==> src/rtl/xch_pkg.sv <==
`timescale 1ns/1ps
package xch_pkg;

    localparam int INSTR_W = 9;
    localparam int IMM_W   = 2;

    localparam logic [INSTR_W-1:0] CODE_WDT = 9'h00F;
    localparam logic [4:0]         GRP_XCH  = 5'b00110;

    typedef enum logic [2:0] {
        OP_NONE,
        OP_XCH,
        OP_XCH_INC,
        OP_XCH_DEC,
        OP_WDT
    } op_e;

    typedef struct packed {
        op_e              op;
        logic [IMM_W-1:0] imm;
    } dec_t;

    function automatic dec_t decode(input logic [INSTR_W-1:0] ins);
        dec_t d;
        d.op  = OP_NONE;
        d.imm = ins[IMM_W-1:0];
        if (ins[8:4] == GRP_XCH) begin
            case (ins[3:2])
                2'b00:   d.op = OP_XCH;
                2'b10:   d.op = OP_XCH_INC;
                2'b11:   d.op = OP_XCH_DEC;
                default: d.op = OP_NONE;
            endcase
        end else if (ins == CODE_WDT) begin
            d.op = OP_WDT;
        end
        return d;
    endfunction

    function automatic logic is_exchange(input op_e op);
        return (op == OP_XCH) || (op == OP_XCH_INC) || (op == OP_XCH_DEC);
    endfunction

endpackage

==> src/rtl/xch_decoder.sv <==
`timescale 1ns/1ps
module xch_decoder
    import xch_pkg::*;
(
    input  logic [INSTR_W-1:0] instr,
    output dec_t               dec_o,
    output logic               xch_o
);
    always_comb begin
        dec_o = decode(instr);
        xch_o = is_exchange(dec_o.op);
    end
endmodule

==> src/rtl/xch_pointer.sv <==
`timescale 1ns/1ps
module xch_pointer
    import xch_pkg::*;
#(
    parameter int ROW_W = 2,
    parameter int COL_W = 4
) (
    input  logic             clk,
    input  logic             rst,
    input  dec_t             dec_i,
    output logic [ROW_W-1:0] row_o,
    output logic [COL_W-1:0] col_o,
    output logic             skip_o
);
    localparam logic [COL_W-1:0] COL_MAX = {COL_W{1'b1}};
    localparam logic [COL_W-1:0] COL_ONE = COL_W'(1);

    logic [ROW_W-1:0] row_q, row_d;
    logic [COL_W-1:0] col_q, col_d;
    logic             skip_q, skip_d;

    always_comb begin
        row_d  = row_q;
        col_d  = col_q;
        skip_d = 1'b0;
        case (dec_i.op)
            OP_XCH: begin
                row_d = row_q ^ ROW_W'(dec_i.imm);
            end
            OP_XCH_INC: begin
                row_d  = row_q ^ ROW_W'(dec_i.imm);
                col_d  = col_q + COL_ONE;
                skip_d = (col_q == COL_MAX);
            end
            OP_XCH_DEC: begin
                row_d  = row_q ^ ROW_W'(dec_i.imm);
                col_d  = col_q - COL_ONE;
                skip_d = (col_q == '0);
            end
            default: ;
        endcase
    end

    always_ff @(posedge clk) begin
        if (rst) begin
            row_q  <= '0;
            col_q  <= '0;
            skip_q <= 1'b0;
        end else begin
            row_q  <= row_d;
            col_q  <= col_d;
            skip_q <= skip_d;
        end
    end

    assign row_o  = row_q;
    assign col_o  = col_q;
    assign skip_o = skip_q;
endmodule

==> src/rtl/xch_nibble_ram.sv <==
`timescale 1ns/1ps
module xch_nibble_ram #(
    parameter int ADDR_W = 6,
    parameter int DATA_W = 4
) (
    input  logic              clk,
    input  logic              we,
    input  logic [ADDR_W-1:0] addr,
    input  logic [DATA_W-1:0] wdata,
    output logic [DATA_W-1:0] rdata
);
    localparam int DEPTH = 1 << ADDR_W;

    logic [DATA_W-1:0] mem [DEPTH];

    assign rdata = mem[addr];

    always_ff @(posedge clk) begin
        if (we) mem[addr] <= wdata;
    end
endmodule

==> src/rtl/xch_unit.sv <==
`timescale 1ns/1ps
module xch_unit
    import xch_pkg::*;
#(
    parameter int ROW_W  = 2,
    parameter int COL_W  = 4,
    parameter int DATA_W = 4
) (
    input  logic               clk,
    input  logic               rst,
    input  logic [8:0]         instr,
    input  logic               acc_wr_en,
    input  logic [DATA_W-1:0]  acc_wr_data,
    output logic [DATA_W-1:0]  acc_o,
    output logic [ROW_W-1:0]   row_o,
    output logic [COL_W-1:0]   col_o,
    output logic               skip_o,
    output logic               wdt_clr_o
);
    localparam int ADDR_W = ROW_W + COL_W;

    dec_t              dec;
    logic              xch;
    logic [DATA_W-1:0] acc_q;
    logic [DATA_W-1:0] ram_rd;
    logic              wdt_q;

    xch_decoder u_dec (
        .instr (instr),
        .dec_o (dec),
        .xch_o (xch)
    );

    xch_pointer #(.ROW_W(ROW_W), .COL_W(COL_W)) u_ptr (
        .clk    (clk),
        .rst    (rst),
        .dec_i  (dec),
        .row_o  (row_o),
        .col_o  (col_o),
        .skip_o (skip_o)
    );

    xch_nibble_ram #(.ADDR_W(ADDR_W), .DATA_W(DATA_W)) u_ram (
        .clk   (clk),
        .we    (xch && !rst),
        .addr  ({row_o, col_o}),
        .wdata (acc_q),
        .rdata (ram_rd)
    );

    always_ff @(posedge clk) begin
        if (rst) begin
            acc_q <= '0;
            wdt_q <= 1'b0;
        end else begin
            wdt_q <= (dec.op == OP_WDT);
            if (xch)            acc_q <= ram_rd;
            else if (acc_wr_en) acc_q <= acc_wr_data;
        end
    end

    assign acc_o     = acc_q;
    assign wdt_clr_o = wdt_q;
endmodule

==> config.mk <==
export PLATFORM = sky130hd
export DESIGN_NAME = xch_unit
export DESIGN_NICKNAME = d
export VERILOG_FILES = /design/src/rtl/xch_pkg.sv /design/src/rtl/xch_decoder.sv /design/src/rtl/xch_pointer.sv /design/src/rtl/xch_nibble_ram.sv /design/src/rtl/xch_unit.sv
export SDC_FILE = /design/constraint.sdc
export NUM_CORES = 1
export LEC_CHECK = 0
export BUFFER_PORTS_ARGS = -buffer_cell sky130_fd_sc_hd__buf_4
export CAP_MARGIN = 20
export CELL_PAD_IN_SITES_DETAIL_PLACEMENT = 0
export CELL_PAD_IN_SITES_GLOBAL_PLACEMENT = 1
export CORE_ASPECT_RATIO = 0.75
export CORE_MARGIN = 2
export CORE_UTILIZATION = 48
export DETAILED_ROUTE_END_ITERATION = 10
export PLACE_DENSITY_LB_ADDON = 0.15
export SKIP_LAST_GASP = 1
export SYNTH_ARGS = -nofsm -noshare
export SYNTH_HDL_FRONTEND = slang
export SYNTH_HIERARCHICAL = 1
export SYNTH_SLANG_ARGS = --single-unit
export TNS_END_PERCENT = 50
==> constraint.sdc <==
create_clock -name clk -period 2.1 [get_ports clk]
set_input_delay 0 -clock clk [delete_from_list [all_inputs] [get_ports clk]]
set_output_delay 0 -clock clk [all_outputs]
set_load 0.01 [all_outputs]
==> key figures, run 1 <==
Routing
  – Initial DRC Count: 997
  – WL/cell: 26.1 um
  – Antenna viol nets, final: 0
  – Vias/cell: 6.04
  – Vias: 7504
  – Number of remaining DRC errors: 0
  – Wirelength, routed: 32400 um
  – First-pass detailed-route iteration total: 6

Final layout
  – Layout cells sized above 1: 37.6%
  – P&R area growth vs syn: 29.8%
  – Fillers: 1683
  – N_diodes: 0
  – Final #Nets: 941
  – Finished Cell Area: 14400 um2

Worst setup path
  – WP data required: 2.51 ns
  – R2r endpoint: acc_o[2]$_SDFFE_PP0P_
  – Reg2Reg Setup Slack: -0.05 ns
  – WS Path Type: flop to flop
  – Setup crit start kind: flop
  – Worst Setup EP: acc_o[2]$_SDFFE_PP0P_
  – Critical path data arrival time: 2.56 ns
  – Worst setup EP type: flop
  – FF-to-FF Start: u_ptr/col_o[2]$_SDFFE_PP0P_
  – CP Launch Point: u_ptr/col_o[2]$_SDFFE_PP0P_
  – Critical-path maximum fanout: 7
  – FF-to-FF path depth: 8

Timing
  – Setup TNS: -0.0839 ns
  – Worst-Margin Slew: 0.575 ns
  – Worst hold slack: 0.0153 ns
  – Final Max Tran Viols: 0
  – Final Cycle Share: 102%
  – Worst slew margin: 61.7%
  – Fin crit period: 2.15 ns
  – Final Setup Violations: 2
  – Fmax: 465 MHz
  – Final worst-path setup slack: -0.0495 ns
  – Layout Skew: 0.0205 ns
  – Final Hold Violating Endpoints: 0
  – RSZ-0062 raised after global routing: yes

GRT
  – GRT Residual Overflow: 0
  – Via count of the first global-routing pass: 7312
  – GR Util met3: 5.16%
  – Initial antenna violation count: 0
  – Grt met1 use: 39.6%
  – Gr busiest metal: met2
  – First-pass GRT wire length: 47400 um
  – GRT Overall Usage: 26.4%
  – Largest net degree at the start of global routing: 66
  – GRT met2 Usage: 40.0%

Synth
  – #FFs+latches synth: 268
  – Largest area contributor in the netlist: edfxtp_1
  – Count leader, synth: edfxtp_1
  – Synthesized area per cell: 15.7 um2
  – Ys flop type: edfxtp_1
  – Distinct cells, synth: 64
  – Register area share after synthesis: 71.5%
  – Top cells by area, synth: edfxtp_1, mux2i_1, nor2_1, dfxtp_1, a22oi_1
  – Area of the mapped netlist: 11100 um2
  – Post-Synthesis Cells: 708
  – EDFF count, synth: 256
  – Area fraction of the dominant cell type after synthesis: 69.3%
  – Async SR Flop Fraction: 0%
  – Yosys warning count: 6
  – Commonest cells in the netlist: edfxtp_1, nor2_1, a22oi_1
  – Post-synth net total: 727

Placement
  – DP Worst Slack: -0.324 ns
  – RD Place Congestion: 0.962
  – DP Area: 13100 um2
  – Detailed Place HPWL: 22000 um
  – PortBufs: 27

Clock tree
  – Root Driver: clkbuf_16
  – TritonCTS Sinks: 268
  – Insertion delay to the later sink of the worst-skew pair: 0.54 ns
  – TritonCTS buffer count: 26
  – Worst-path clk slew: 0.07 ns
  – CTS tree: yes
  – CTS max path bufs: 3
  – Htree depth: 1

Power
  – Leak Pwr: 5.04 nW
  – Design Power: 0.0108 W
  – Worst VDD drop: 845 uV
  – Pwr Density: 751 nW/um2

Floorplan
  – Die span in x: 180 um
  – I/O pins: 28
  – Die height: 136 um
  – Cell Rows: 48
  – Core area: 22800 um2
  – Total die area: 24400 um2
  – Initial Util: 48.6%

Run status
  – Status: complete, but fails checks
  – Failing checks: setup timing

Worst hold path
  – Tightest Hold Check Type: primary input to flop

Flow run
  – MaxCap Viol Count: 0
stage by stage:
step | utilization (%) | std cells
finish | 63.1 | 1242
global route | 63.1 | 1242
CTS | 62.5 | 1239
detailed placement | 57.4 | 1174
global placement | 57.4 | 1174
floorplan | - | 708
layout make-up:
cell class / count / area [um2] / share of cell area [%]
multi-input cells: 378 / 3060 / 21.3
repair buffers: 239 / 2140 / 14.9
clock inverters: 18 / 171 / 1.19
flip-flops and latches: 268 / 7940 / 55.2
inverters: 9 / 37.5 / 0.261
well taps: 300 / 375 / 2.61
clock buffers: 30 / 666 / 4.62
worst max-delay path, stage by stage, from the launching register on:
cell and delay, ns:
dfxtp_4 0.45, buf_6 0.15, mux2_2 0.34, a221o_1 0.35, a22oi_2 0.26, o22a_1 0.21
nand4_1 0.11, nor2b_1 0.13, a211oi_1 0.05
sequential cells by signal (all words and copies together), names as in the netlist:
signal        flops
wdt_clr_o         1
u_ptr/col_o       4
u_ptr/row_o       2
u_ram/mem       256
acc_o             4
u_ptr/skip_o      1
power by group:
group / total [W] / internal (W) / switching [W]
clock: 0.00464 / 0.00264 / 0.00200
sequential: 0.00590 / 0.00587 / 0.0000277
combinational: 0.000281 / 0.000113 / 0.000168
worst min path at each step:
stage	from	depth (start not counted)	to
after floorplan	rst	1	acc_o[0]$_SDFFE_PP0P_
after global placement	rst	2	u_ptr/col_o[1]$_SDFFE_PP0P_
after detailed placement	rst	2	u_ptr/col_o[1]$_SDFFE_PP0P_
after CTS	instr[6]	5	wdt_clr_o$_SDFF_PP0_
after global routing	instr[6]	5	wdt_clr_o$_SDFF_PP0_
final	instr[6]	5	wdt_clr_o$_SDFF_PP0_
kinds of logic after synthesis:
group	Yosys count	share of synthesized area [%]
compound gates	145	10.3
fa+ha+maj	3	0.338
xor+xnor	2	0.158
simple gates	166	7.74
buf+inv	62	2.99
mux	62	7.03
flops	268	71.5
cell usage in the layout, fill, tap and decap left out, types with 4 or more instances in the layout:
master / netlist / layout
dfxtp_1: 12 / 5
mux2i_1: 28 / 25
a22o_1: 11 / 11
clkinv_1: 0 / 9
a211oi_1: 13 / 4
nand3_1: 7 / 7
a221oi_2: 0 / 5
a21oi_1: 9 / 7
nor2_1: 74 / 73
nand2_1: 17 / 17
o22a_1: 7 / 7
nand4_1: 5 / 5
buf_12: 0 / 22
mux4_2: 10 / 10
a211oi_2: 0 / 9
dfxtp_2: 0 / 4
nor3_1: 7 / 7
buf_6: 6 / 6
nand3b_1: 4 / 4
a221oi_1: 21 / 15
a22oi_2: 1 / 9
mux2_4: 1 / 5
mux2_2: 20 / 17
clkbuf_16: 0 / 26
clkbuf_1: 19 / 4
a22oi_1: 31 / 23
o22ai_1: 10 / 7
edfxtp_1: 256 / 256
nor2b_1: 14 / 11
nand2b_1: 9 / 8
dlygate4sd3_1: 0 / 12
inv_1: 8 / 7
a221o_1: 12 / 12
o221ai_1: 9 / 7
buf_4: 8 / 196
o21ai_0: 7 / 5
routing by layer:
| layer | vias to the layer above | part of all wire, % |
|---|---|---|
| met5 | - | 0 |
| met4 | 0 | 2.1 |
| met3 | 55 | 9.6 |
| met2 | 414 | 45 |
| met1 | 3775 | 44 |
| li1 | 3260 | - |
what timing repair did:
action	CTS	global route
resized for setup	39	32
setup endpoints to repair	68	134
endpoints found under the hold margin	12	0
pin swaps	10	18
hold buffers	12	0
setup buffers	5	4
Note: power is estimated with default switching activity, not from simulation.
==> inputs of run 2 (changes only) <==
--- a/config.mk
+++ b/config.mk
@@ -11,7 +11,8 @@
 export CELL_PAD_IN_SITES_GLOBAL_PLACEMENT = 1
 export CORE_ASPECT_RATIO = 0.75
 export CORE_MARGIN = 2
-export CORE_UTILIZATION = 48
+export CORE_UTILIZATION = 50
+export CTS_BUF_LIST = sky130_fd_sc_hd__clkbuf_4
 export DETAILED_ROUTE_END_ITERATION = 10
 export PLACE_DENSITY_LB_ADDON = 0.15
 export SKIP_LAST_GASP = 1
==> key figures, run 2 (same netlist as run 1, synthesis figures left out) <==
Routing
  – Antenna viol nets, final: 0 (unchanged)
  – WL/cell: 24.4 um (was 26.1 um)
  – Number of remaining DRC errors: 0 (unchanged)
  – Wirelength, routed: 32300 um (was 32400 um)
  – First-pass detailed-route iteration total: 5 (was 6)
  – Vias/cell: 5.90 (was 6.04)
  – Vias: 7811 (was 7504)
  – Initial DRC Count: 823 (was 997)

Power
  – Pwr Density: 726 nW/um2 (was 751 nW/um2)
  – Leak Pwr: 5.27 nW (was 5.04 nW)
  – Worst VDD drop: 550 uV (was 845 uV)
  – Design Power: 0.0106 W (was 0.0108 W)

Final layout
  – Commonest cells after routing, fill and taps aside: edfxtp_1, buf_4, clkbuf_4, nor2_1 (was edfxtp_1, buf_4, nor2_1, clkbuf_16, mux2i_1)
  – Commonest non-fill, non-tap cell in the layout: edfxtp_1 (unchanged)
  – Final #Nets: 1005 (was 941)
  – Multi-input gate area: 3100 um2 (was 3060 um2)
  – Finished Cell Area: 14700 um2 (was 14400 um2)
  – Max FFs per register: 256 (unchanged)
  – Layout cells sized above 1: 42.9% (was 37.6%)
  – Final core utilization: 66.8% (was 63.1%)
  – Biggest register: u_ram/mem (unchanged)
  – Sequential cell area: 7940 um2 (unchanged)
  – Fillers: 1542 (was 1683)
  – P&R area growth vs syn: 32.1% (was 29.8%)

Clock tree
  – Root Driver: clkbuf_4 (was clkbuf_16)
  – TritonCTS buffer count: 67 (was 26)
  – Worst-path clk slew: 0.07 ns (about the same)
  – CTS max path bufs: 3 (unchanged)
  – TritonCTS Sinks: 268 (unchanged)
  – Insertion delay to the later sink of the worst-skew pair: 0.67 ns (was 0.54 ns)
  – CTS tree: yes (unchanged)
  – Htree depth: 3 (was 1)

Timing
  – Worst hold slack: 0.109 ns (was 0.0153 ns)
  – Final Hold Violating Endpoints: 0 (unchanged)
  – Final Setup Violations: 4 (was 2)
  – Worst slew margin: 48.2% (was 61.7%)
  – Fmax: 460 MHz (was 465 MHz)
  – Layout Skew: 0.0356 ns (was 0.0205 ns)
  – Final Max Tran Viols: 0 (unchanged)
  – Worst-Margin Slew: 0.777 ns (was 0.575 ns)
  – Fin crit period: 2.17 ns (was 2.15 ns)
  – Final worst-path setup slack: -0.0720 ns (was -0.0495 ns)
  – RSZ-0062 raised after global routing: yes (unchanged)
  – Final Cycle Share: 103% (was 102%)
  – Setup TNS: -0.177 ns (was -0.0839 ns)

Worst hold path
  – Hold EP: u_ptr/col_o[1]$_SDFFE_PP0P_ (was wdt_clr_o$_SDFF_PP0_)
  – Tightest Hold Check Type: primary input to flop (unchanged)
  – Beginning of the worst hold path: instr[7] (was instr[6])
  – Hold Path Depth: 8 (was 5)

Worst setup path
  – WP data required: 2.63 ns (was 2.51 ns)
  – CP cell instances: buf_12 -> mux4_2 -> mux2i_1 -> buf_4 -> o22ai_4 -> a211oi_2 -> nand4_1 -> nor2b_1 -> a211oi_1 (was buf_6 -> mux2_2 -> a221o_1 -> a22oi_2 -> o22a_1 -> nand4_1 -> nor2b_1 -> a211oi_1)
  – Slowest-stage cell, CP: mux4_2 (was dfxtp_4)
  – Worst setup EP type: flop (unchanged)
  – FF-to-FF Start: u_ptr/col_o[0]$_SDFFE_PP0P_ (was u_ptr/col_o[2]$_SDFFE_PP0P_)
  – Critical path data arrival time: 2.70 ns (was 2.56 ns)
  – Reg2Reg Setup Slack: -0.07 ns (was -0.05 ns)
  – Critical-path maximum fanout: 7 (unchanged)
  – CP peak stage delay: 0.50 ns (was 0.45 ns)
  – FF-to-FF path depth: 9 (was 8)
  – Setup crit start kind: flop (unchanged)
  – R2r endpoint: acc_o[1]$_SDFFE_PP0P_ (was acc_o[2]$_SDFFE_PP0P_)
  – WS Path Type: flop to flop (unchanged)

Floorplan
  – I/O pins: 28 (unchanged)
  – Die height: 133 um (was 136 um)
  – Core area: 21900 um2 (was 22800 um2)
  – Cell Rows: 47 (was 48)
  – Die span in x: 176 um (was 180 um)
  – Total die area: 23400 um2 (was 24400 um2)
  – Initial Util: 50.6% (was 48.6%)

Placement
  – PortBufs: 27 (unchanged)
  – DP Area: 13000 um2 (was 13100 um2)
  – RD Place Congestion: 0.912 (was 0.962)
  – Detailed Place HPWL: 20700 um (was 22000 um)

Flow run
  – MaxCap Viol Count: 0 (unchanged)

GRT
  – GRT Overall Usage: 28.1% (was 26.4%)
  – Via count of the first global-routing pass: 7753 (was 7312)
  – GRT Residual Overflow: 0 (unchanged)
  – First-pass GRT wire length: 47900 um (was 47400 um)
  – Initial antenna violation count: 1 (was 0)
  – Largest net degree at the start of global routing: 55 (was 66)

Run status
  – Failing checks: setup timing (unchanged)
  – Status: complete, but fails checks (unchanged)
==> run 2: worst max-delay path by stage <==
stage / from / to
finish: u_ptr/col_o[0]$_SDFFE_PP0P_ / acc_o[1]$_SDFFE_PP0P_
global route: u_ptr/col_o[2]$_SDFFE_PP0P_ / acc_o[2]$_SDFFE_PP0P_
CTS: u_ptr/col_o[0]$_SDFFE_PP0P_ / acc_o[1]$_SDFFE_PP0P_
detailed placement: u_ptr/col_o[1]$_SDFFE_PP0P_ / acc_o[2]$_SDFFE_PP0P_
global placement: u_ptr/col_o[1]$_SDFFE_PP0P_ / acc_o[2]$_SDFFE_PP0P_
floorplan: instr[4] / u_ptr/col_o[2]$_SDFFE_PP0P_
==> run 2: per-layer routing <==
metal | routed length (um) | GRT usage, % | vias up | part of all wire, %
met5 | 0 | 0 | - | 0
met1 | 14300 | 42.4 | 3952 | 44
li1 | - | - | 3420 | -
met3 | 2950 | 6.98 | 56 | 9.1
met4 | 777 | 9.55 | 0 | 2.4
met2 | 14400 | 39.9 | 383 | 44
==> run 2: what timing repair did <==
| item | 4_1_cts | 5_1_grt |
|---|---|---|
| hold buffers | 18 | 1 |
| pin swaps | 5 | 32 |
| setup endpoints to repair | 39 | 58 |
| hold endpoints to repair | 12 | 1 |
| resized for setup | 20 | 69 |
| setup buffers | 12 | 13 |
| gates cloned | 0 | 2 |
==> run 2: through the flow <==
| step | setup slack, ns | std cells |
|---|---|---|
| 2_1_floorplan | 0.00948 | 708 |
| 3_3_place_gp | -0.297 | 1168 |
| 3_5_place_dp | -0.365 | 1168 |
| 4_1_cts | -0.108 | 1309 |
| 5_1_grt | -0.125 | 1323 |
| 6_report | -0.0720 | 1323 |
==> run 2: worst max-delay path: cells and delay by family, from the launching register on <==
| family | cells | cell delay (ns) |
|---|---|---|
| AOI/OAI and AO/OA | 3 | 0.30 |
| buffers and inverters | 2 | 0.33 |
| DFF | 1 | 0.46 |
| muxes | 2 | 0.67 |
| and+or+nand+nor | 2 | 0.28 |
==> run 2: where the power goes <==
| part | total [W] | switching, W | internal, W |
|---|---|---|---|
| combinational | 0.000264 | 0.000145 | 0.000118 |
| sequential | 0.00591 | 0.0000453 | 0.00587 |
| clock | 0.00446 | 0.00205 | 0.00241 |
| total | 0.0106 | 0.00224 | 0.00840 |
==> run 2: final cells by class <==
| type | count | share of cell area (%) |
|---|---|---|
| tap | 294 | 2.51 |
| timing repair buffer | 262 | 16.0 |
| clock inverter | 18 | 1.06 |
| multi-input combinational | 378 | 21.2 |
| clock buffer | 93 | 4.76 |
| sequential | 268 | 54.2 |
| inverter | 9 | 0.248 |
| antenna | 1 | 0.0171 |
